## src/rtl/vga_pkg.sv

```systemverilog
`timescale 1ns/1ps
// Shared types for the bitmap raster generator.
// Assumes: one control bundle travels from the timer to the fetch and shift stages.
package vga_pkg;
    typedef struct packed {
        logic strobe;   // fetch point: request the next word
        logic load;     // last clock before a slot: move staged word to shifter
        logic vis;      // column and line both inside the picture
        logic hsync_n;
        logic vsync_n;
        logic restart;  // rewind pulse for the DMA address
    } raster_ctl_t;
endpackage

```

## src/rtl/raster_timer.sv

```systemverilog
`timescale 1ns/1ps
// Column/line counters and all timing decodes for the raster.
// Assumes: SLOT is a power of two and H_VIS is a multiple of SLOT;
// every decode is taken from the counter registers of the current clock.
module raster_timer
    import vga_pkg::*;
#(
    parameter int unsigned H_VIS   = 288,
    parameter int unsigned HS_ON   = 308,
    parameter int unsigned HS_OFF  = 353,
    parameter int unsigned H_TOTAL = 381,
    parameter int unsigned V_VIS   = 455,
    parameter int unsigned VS_ON   = 486,
    parameter int unsigned VS_OFF  = 488,
    parameter int unsigned V_TOTAL = 528,
    parameter int unsigned SLOT    = 8
) (
    input  logic        clk,
    input  logic        rst_n,
    output raster_ctl_t ctl
);
    localparam int unsigned HW = $clog2(H_TOTAL);
    localparam int unsigned VW = $clog2(V_TOTAL);
    localparam int unsigned SW = $clog2(SLOT);
    localparam logic [HW-1:0] H_LAST    = HW'(H_TOTAL - 1);
    localparam logic [HW-1:0] H_VIS_C   = HW'(H_VIS);
    localparam logic [HW-1:0] H_FET_END = HW'(H_VIS - SLOT);
    localparam logic [HW-1:0] H_LD_END  = HW'(H_VIS - 1);
    localparam logic [HW-1:0] H_PRE     = HW'(H_TOTAL - SLOT);
    localparam logic [HW-1:0] HS_ON_C   = HW'(HS_ON);
    localparam logic [HW-1:0] HS_OFF_C  = HW'(HS_OFF);
    localparam logic [VW-1:0] V_LAST    = VW'(V_TOTAL - 1);
    localparam logic [VW-1:0] V_VIS_C   = VW'(V_VIS);
    localparam logic [VW-1:0] V_PRE_END = VW'(V_VIS - 1);
    localparam logic [VW-1:0] VS_ON_C   = VW'(VS_ON);
    localparam logic [VW-1:0] VS_OFF_C  = VW'(VS_OFF);
    localparam logic [SW-1:0] SLOT_LAST = SW'(SLOT - 1);

    logic [HW-1:0] hcnt;
    logic [VW-1:0] vcnt;
    logic          line_vis;
    logic          next_vis;
    logic [SW-1:0] slot_pos;

    // Purpose: advance the column every clock and the line on each column wrap.
    always_ff @(posedge clk) begin
        if (!rst_n) begin
            hcnt <= '0;
            vcnt <= '0;
        end else if (hcnt == H_LAST) begin
            hcnt <= '0;
            vcnt <= (vcnt == V_LAST) ? '0 : vcnt + 1'b1;
        end else begin
            hcnt <= hcnt + 1'b1;
        end
    end

    // Purpose: decode fetch, load, visibility, sync and rewind from the counters.
    always_comb begin
        line_vis    = (vcnt < V_VIS_C);
        next_vis    = (vcnt == V_LAST) || (vcnt < V_PRE_END);
        slot_pos    = hcnt[SW-1:0];
        ctl.strobe  = (line_vis && (hcnt < H_FET_END) && (slot_pos == '0))
                    || ((hcnt == H_PRE) && next_vis);
        ctl.load    = (line_vis && (hcnt < H_LD_END) && (slot_pos == SLOT_LAST))
                    || ((hcnt == H_LAST) && next_vis);
        ctl.vis     = line_vis && (hcnt < H_VIS_C);
        ctl.hsync_n = !((hcnt >= HS_ON_C) && (hcnt < HS_OFF_C));
        ctl.vsync_n = !((vcnt >= VS_ON_C) && (vcnt < VS_OFF_C));
        ctl.restart = (hcnt == '0) && (vcnt == V_LAST);
    end

    // horizontal sync always ends leaving the last sync column.
    assert_hsync_end_R2: assert property (@(posedge clk) disable iff (!rst_n)
        $rose(ctl.hsync_n) |-> ($past(hcnt) == HW'(HS_OFF - 1)));
    // the line number only moves on a column wrap.
    assert_line_step_R3: assert property (@(posedge clk) disable iff (!rst_n)
        !$stable(vcnt) |-> ($past(hcnt) == H_LAST));
    // the rewind pulse never lasts two clocks.
    assert_restart_single_R11: assert property (@(posedge clk) disable iff (!rst_n)
        ctl.restart |=> !ctl.restart);
endmodule

```

## src/rtl/word_fetch.sv

```systemverilog
`timescale 1ns/1ps
// Request/acknowledge handshake and staging register for pixel words.
// Assumes: the memory side answers a held request with one acknowledge;
// an acknowledge without a pending request carries no meaning.
module word_fetch #(
    parameter int unsigned WORD_W = 16
) (
    input  logic              clk,
    input  logic              rst_n,
    input  logic              strobe,
    input  logic              ack,
    input  logic [WORD_W-1:0] word_in,
    output logic              req,
    output logic [WORD_W-1:0] stage
);
    // Purpose: hold the request until acknowledged and capture the answered word.
    always_ff @(posedge clk) begin
        if (!rst_n) begin
            req   <= 1'b0;
            stage <= '0;
        end else begin
            if (ack && req) stage <= word_in;
            req <= strobe || (req && !ack);
        end
    end

    // an unanswered request is held.
    assert_req_hold_R6: assert property (@(posedge clk) disable iff (!rst_n)
        (req && !ack) |=> req);
    // an answered request clears unless a new fetch point coincides.
    assert_req_clear_R6: assert property (@(posedge clk) disable iff (!rst_n)
        (req && ack && !strobe) |=> !req);
    // a stray acknowledge leaves the staged word alone.
    assert_stray_ack_R8: assert property (@(posedge clk) disable iff (!rst_n)
        (ack && !req) |=> $stable(stage));
endmodule

```

## src/rtl/pixel_shifter.sv

```systemverilog
`timescale 1ns/1ps
// Parallel-load shifter emitting two pixels per clock, one per clock phase.
// Assumes: the clock duty cycle is near half; the high phase shows the more
// significant bit of the current pair.
module pixel_shifter #(
    parameter int unsigned WORD_W = 16
) (
    input  logic              clk,
    input  logic              rst_n,
    input  logic              load,
    input  logic              vis,
    input  logic [WORD_W-1:0] stage,
    output logic              pixel
);
    logic [WORD_W-1:0] sh;

    // Purpose: load a staged word before its slot, else move on by one pair.
    always_ff @(posedge clk) begin
        if (!rst_n)    sh <= '0;
        else if (load) sh <= stage;
        else           sh <= {sh[WORD_W-3:0], 2'b00};
    end

    // Purpose: pick the pair bit for the current clock phase, blanked outside the picture.
    always_comb begin
        pixel = vis && (clk ? sh[WORD_W-1] : sh[WORD_W-2]);
    end

    // a load copies the staged word into the shifter.
    assert_load_copy_R7: assert property (@(posedge clk) disable iff (!rst_n)
        load |=> (sh == $past(stage)));
endmodule

```

## src/rtl/bitmap_vga.sv

```systemverilog
`timescale 1ns/1ps
// Top of the monochrome raster generator: timer, word fetch, pixel shifter
// and colour fan-out. Assumes a single clock domain and a DMA partner that
// answers each request before the slot that needs the word.
module bitmap_vga
    import vga_pkg::*;
#(
    parameter int unsigned H_VIS   = 288,
    parameter int unsigned HS_ON   = 308,
    parameter int unsigned HS_OFF  = 353,
    parameter int unsigned H_TOTAL = 381,
    parameter int unsigned V_VIS   = 455,
    parameter int unsigned VS_ON   = 486,
    parameter int unsigned VS_OFF  = 488,
    parameter int unsigned V_TOTAL = 528,
    parameter int unsigned WORD_W  = 16
) (
    input  logic              clk,
    input  logic              rst_n,
    output logic              dma_req,
    input  logic              dma_ack,
    input  logic [WORD_W-1:0] dma_word,
    output logic              frame_restart,
    output logic              hsync_n,
    output logic              vsync_n,
    output logic [1:0]        red,
    output logic [1:0]        green,
    output logic [1:0]        blue
);
    localparam int unsigned SLOT   = WORD_W / 2;
    localparam int unsigned COLOUR = 6;

    raster_ctl_t       ctl;
    logic [WORD_W-1:0] stage;
    logic              pixel;
    logic [COLOUR-1:0] rgb;

    raster_timer #(
        .H_VIS(H_VIS), .HS_ON(HS_ON), .HS_OFF(HS_OFF), .H_TOTAL(H_TOTAL),
        .V_VIS(V_VIS), .VS_ON(VS_ON), .VS_OFF(VS_OFF), .V_TOTAL(V_TOTAL),
        .SLOT(SLOT)
    ) u_timer (
        .clk(clk), .rst_n(rst_n), .ctl(ctl)
    );

    word_fetch #(.WORD_W(WORD_W)) u_fetch (
        .clk(clk), .rst_n(rst_n), .strobe(ctl.strobe), .ack(dma_ack),
        .word_in(dma_word), .req(dma_req), .stage(stage)
    );

    pixel_shifter #(.WORD_W(WORD_W)) u_shift (
        .clk(clk), .rst_n(rst_n), .load(ctl.load), .vis(ctl.vis),
        .stage(stage), .pixel(pixel)
    );

    // Purpose: drive every colour bit from the single pixel.
    for (genvar g = 0; g < COLOUR; g++) begin : g_fan
        assign rgb[g] = pixel;
    end

    assign red           = rgb[1:0];
    assign green         = rgb[3:2];
    assign blue          = rgb[5:4];
    assign hsync_n       = ctl.hsync_n;
    assign vsync_n       = ctl.vsync_n;
    assign frame_restart = ctl.restart;

    // the rewind pulse falls outside the picture.
    assert_restart_blank_R11: assert property (@(posedge clk) disable iff (!rst_n)
        frame_restart |-> !ctl.vis);
endmodule

```

## config.mk

```make
export PLATFORM = sky130hd
export DESIGN_NAME = bitmap_vga
export DESIGN_NICKNAME = d
export VERILOG_FILES = /design/src/rtl/vga_pkg.sv /design/src/rtl/raster_timer.sv /design/src/rtl/word_fetch.sv /design/src/rtl/pixel_shifter.sv /design/src/rtl/bitmap_vga.sv
export SDC_FILE = /design/constraint.sdc
export NUM_CORES = 1
export LEC_CHECK = 0
export ABC_AREA = 1
export BUFFER_PORTS_ARGS = -buffer_cell sky130_fd_sc_hd__clkbuf_2
export CORE_AREA = 4 4 106 108
export DETAILED_ROUTE_END_ITERATION = 12
export DIE_AREA = 0 0 110 112
export SLEW_MARGIN = 40
export SYNTH_ARGS = -nofsm -noshare
export SYNTH_HDL_FRONTEND = slang
export SYNTH_SLANG_ARGS = --single-unit
```

## constraint.sdc

```tcl
create_clock -name clk -period 2.78 [get_ports clk]
set_clock_uncertainty 0.1 [all_clocks]
set_input_delay 0.417 -clock clk [delete_from_list [all_inputs] [get_ports clk]]
set_output_delay 0.417 -clock clk [all_outputs]
set_load 0.01 [all_outputs]
```

==> results.cfg <==
[grt]
grt_pass1_vias = 2089
globalRoute.totalOverflow = 0
first_pass_grt_wire_length_mm = 9.04
number_of_antenna_violations_at_the_first_check_in_global_routing = 0
largest_net_degree_at_the_start_of_global_routing = 36
grt.total_usage_pct = 9.22

[cts]
clkSlewWorstSetupHoldPaths_ps = 100
cts.repair_timing.setup_buffer_count = 0
tritoncts = yes
clkLatencyLatePin_ps = 410

[pwr]
power_frac_seq_pct = 54.7
total_leakage_power_nw = 1.23
p_total_mw = 1.44
clk_pwr_share_pct = 38.8
irDropWorstVdd_mv = 0.222
comb_power_share_pct = 6.5
internal_power_mw = 1.09
cellPowerDensity_nw_per_um2 = 502
psw_mw = 0.351
power_switching_share_pct = 24.4

[floorplan]
start_util_pct = 24.6
die_y_um = 112
die_x_um = 110
core_outline_area_um2 = 10200
boundaryPins = 29
rows = 37
floorplan.die_area_um2 = 12300

[critical_path]
end_kind = output port
max_stage_delay_ps = 190
setup.worst_path.start_class = clock port
crit_path_frequent_cell = sky130_fd_sc_hd__clkbuf_8
cp_cell_sequence = clkbuf_8 > clkbuf_8 > mux2i_2 > nor3_4 > clkbuf_2
critPathArrivalTime_ps = 2150
timing.critical_path.fanout_max = 6
timing.setup.critical_path_class = clk -> out
crit_path_top_delay_cell = sky130_fd_sc_hd__nor3_4
worst_ep_required_time_ps = 2260

[run]
timing.max_cap.violations = 0

[cells_and_area]
nFillCells = 1124
nets = 401
n_antenna_cell = 0
layout-area-overhead-vs-synth_pct = 13.7
final_layout_size_suffix_gt1_share_pct = 16.7
ff_latch_area_um2 = 1040
footprint_of_the_multi_input_gates_um2 = 1180

[yosys]
synth_fp_nets = 380
synth_largest_area_cell = sky130_fd_sc_hd__dfxtp_1
ys_seq_elements = 52
synth_top_area_share_pct = 41.3
post_synth_edffs = 0
synthesis.instances = 356
postSynthAreaPerCell_um2 = 7.07
mappedNetlistArea_um2 = 2520
yosys_warnings = 0
synth_async_sr_flop_share_pct = 0
sequential_share_of_the_synthesized_area_pct = 41.3
synth_area_leaders = sky130_fd_sc_hd__dfxtp_1 (41%), sky130_fd_sc_hd__nor2_1 (11%), sky130_fd_sc_hd__nand2_1 (8.2%)
synthFlopType = sky130_fd_sc_hd__dfxtp_1
post_synth_cell_types = 30

[sta]
setup_tns_ps = 0
timing.final.max_slew_violations = 0
finalSetupViolations = 0
final_critical_path_setup_slack_ps = 108
grt_setup_unrepaired = no
tightestPinTransition_ps = 628
slew-limit-headroom_pct = 58.0
timing_hold_violations_final = 0

[drt]
remaining_drc_errors = 0
detail_route.first_pass.iterations = 4
drt-initial-drc-count = 53
vias = 2167
wl_per_cell_um = 9.93
drt.antenna.violating_nets = 0
routed_wirelength_mm = 5.10
routed_via_density = 4.22

[placement]
detailedPlacementHpwl_mm = 3.73
port_buffers = 28
place.gp.congestion = 0.862
pre_cts_ws_ps = 190

[status]
status = completed

[min_path]
hp-class = in -> reg
==> routing by layer <==
metal | wire (µm) | share of wire (%) | GRT usage (%) | vias up
met3 | 204 | 4.0 | 3.07 | 8
met1 | 2500 | 49 | 11.1 | 965
met4 | 124 | 2.4 | 5.40 | 0
met5 | 0 | 0 | 0 | -
met2 | 2280 | 45 | 14.1 | 40
li1 | - | - | - | 1154
==> layout make-up <==
| cell class | count | area share (%) |
|---|---|---|
| Inverter | 49 | 6.42 |
| Clock inverter | 3 | 0.743 |
| Multi-Input combinational cell | 236 | 41.3 |
| Clock buffer | 14 | 4.90 |
| Tap cell | 136 | 5.94 |
| Timing Repair Buffer | 24 | 4.37 |
| Sequential cell | 52 | 36.4 |
==> per-stage QoR <==
stage / area [µm²] / utilization, % / hold WS (ps) / cells
4_1_cts: 2860 / 28.0 / 142 / 514
6_report: 2860 / 28.0 / 153 / 514
5_1_grt: 2860 / 28.0 / 151 / 514
2_1_floorplan: 2520 / - / 315 / 356
3_3_place_gp: 2720 / 26.6 / 328 / 503
3_5_place_dp: 2720 / 26.6 / 333 / 503
==> sequential cells by signal, summed over array words and instances, names as in the netlist <==
register       flops
u_fetch.stage     16
u_shift.sh        16
u_timer.vcnt      10
u_timer.hcnt       9
u_fetch.req        1
==> synthesized netlist by cell type, types with 5 or more instances <==
library cell               count
sky130_fd_sc_hd__dfxtp_1      52
sky130_fd_sc_hd__o21ai_0      21
sky130_fd_sc_hd__a21oi_1      15
sky130_fd_sc_hd__nand2_1      55
sky130_fd_sc_hd__nand3_1      29
sky130_fd_sc_hd__inv_1        46
sky130_fd_sc_hd__buf_4         6
sky130_fd_sc_hd__ha_1          5
sky130_fd_sc_hd__nor2_1       71
sky130_fd_sc_hd__xor2_1        6
sky130_fd_sc_hd__nor3_1        5
sky130_fd_sc_hd__a21oi_2      10
sky130_fd_sc_hd__clkbuf_1      5
==> power by group through the flow <==
stage                     combinational, mW  sequential, mW  clock [mW]
after global placement               0.0941           0.804     0.00782
after detailed placement             0.0954           0.804     0.00782
final                                0.0935           0.786       0.558
after CTS                            0.0956           0.787       0.584
after global routing                  0.112           0.790       0.611
after floorplan                      0.0665           0.800     0.00855
==> placed cells by master, fill, tap and decap left out, types with 2 or more instances in the layout <==
cell / count
sky130_fd_sc_hd__nor2_1: 71
sky130_fd_sc_hd__nand2_1: 55
sky130_fd_sc_hd__dfxtp_1: 52
sky130_fd_sc_hd__inv_1: 46
sky130_fd_sc_hd__nand3_1: 29
sky130_fd_sc_hd__clkbuf_2: 28
sky130_fd_sc_hd__o21ai_0: 21
sky130_fd_sc_hd__a21oi_1: 15
sky130_fd_sc_hd__a21oi_2: 10
sky130_fd_sc_hd__clkbuf_8: 8
sky130_fd_sc_hd__xor2_1: 6
sky130_fd_sc_hd__ha_1: 5
sky130_fd_sc_hd__nor3_1: 4
sky130_fd_sc_hd__inv_2: 3
sky130_fd_sc_hd__or2_2: 3
sky130_fd_sc_hd__nor4_1: 3
sky130_fd_sc_hd__nand4_1: 3
sky130_fd_sc_hd__nor3_4: 2
sky130_fd_sc_hd__buf_4: 2
==> critical path: cells and delay by family <==
kind / cells / cell delay [ps]
buffers and inverters: 3 / 410
muxes: 1 / 160
and+or+nand+nor: 1 / 190
==> cells by family after synthesis <==
logic type / Yosys count / synth area share, %
AOI/OAI and AO/OA: 50 / 11.7
buffers and inverters: 68 / 12.4
and+or+nand+nor: 174 / 29.6
muxes: 1 / 0.397
xor gates and xnor gates: 6 / 2.09
adders and majority gates: 5 / 2.48
DFF: 52 / 41.3
==> path summary, 6_finish.rpt <==
check                                         to  cells past startpoint             start  slack [ps]
worst max-delay path                    green[1]                      5               clk         110
worst min-delay path            u_fetch.stage[9]                      3       dma_word[9]         150
worst max register to register     u_shift.sh[8]                      9   u_timer.vcnt[0]         690
worst min register to register     u_shift.sh[0]                      2  u_fetch.stage[0]         350
==> repair_timing <==
action / in CTS / in global routing
setup endpoints to repair: 6 / 0
hold buffers: 0 / 0
resized for setup: 3 / 0
Note: power is estimated with default switching activity, not from simulation.
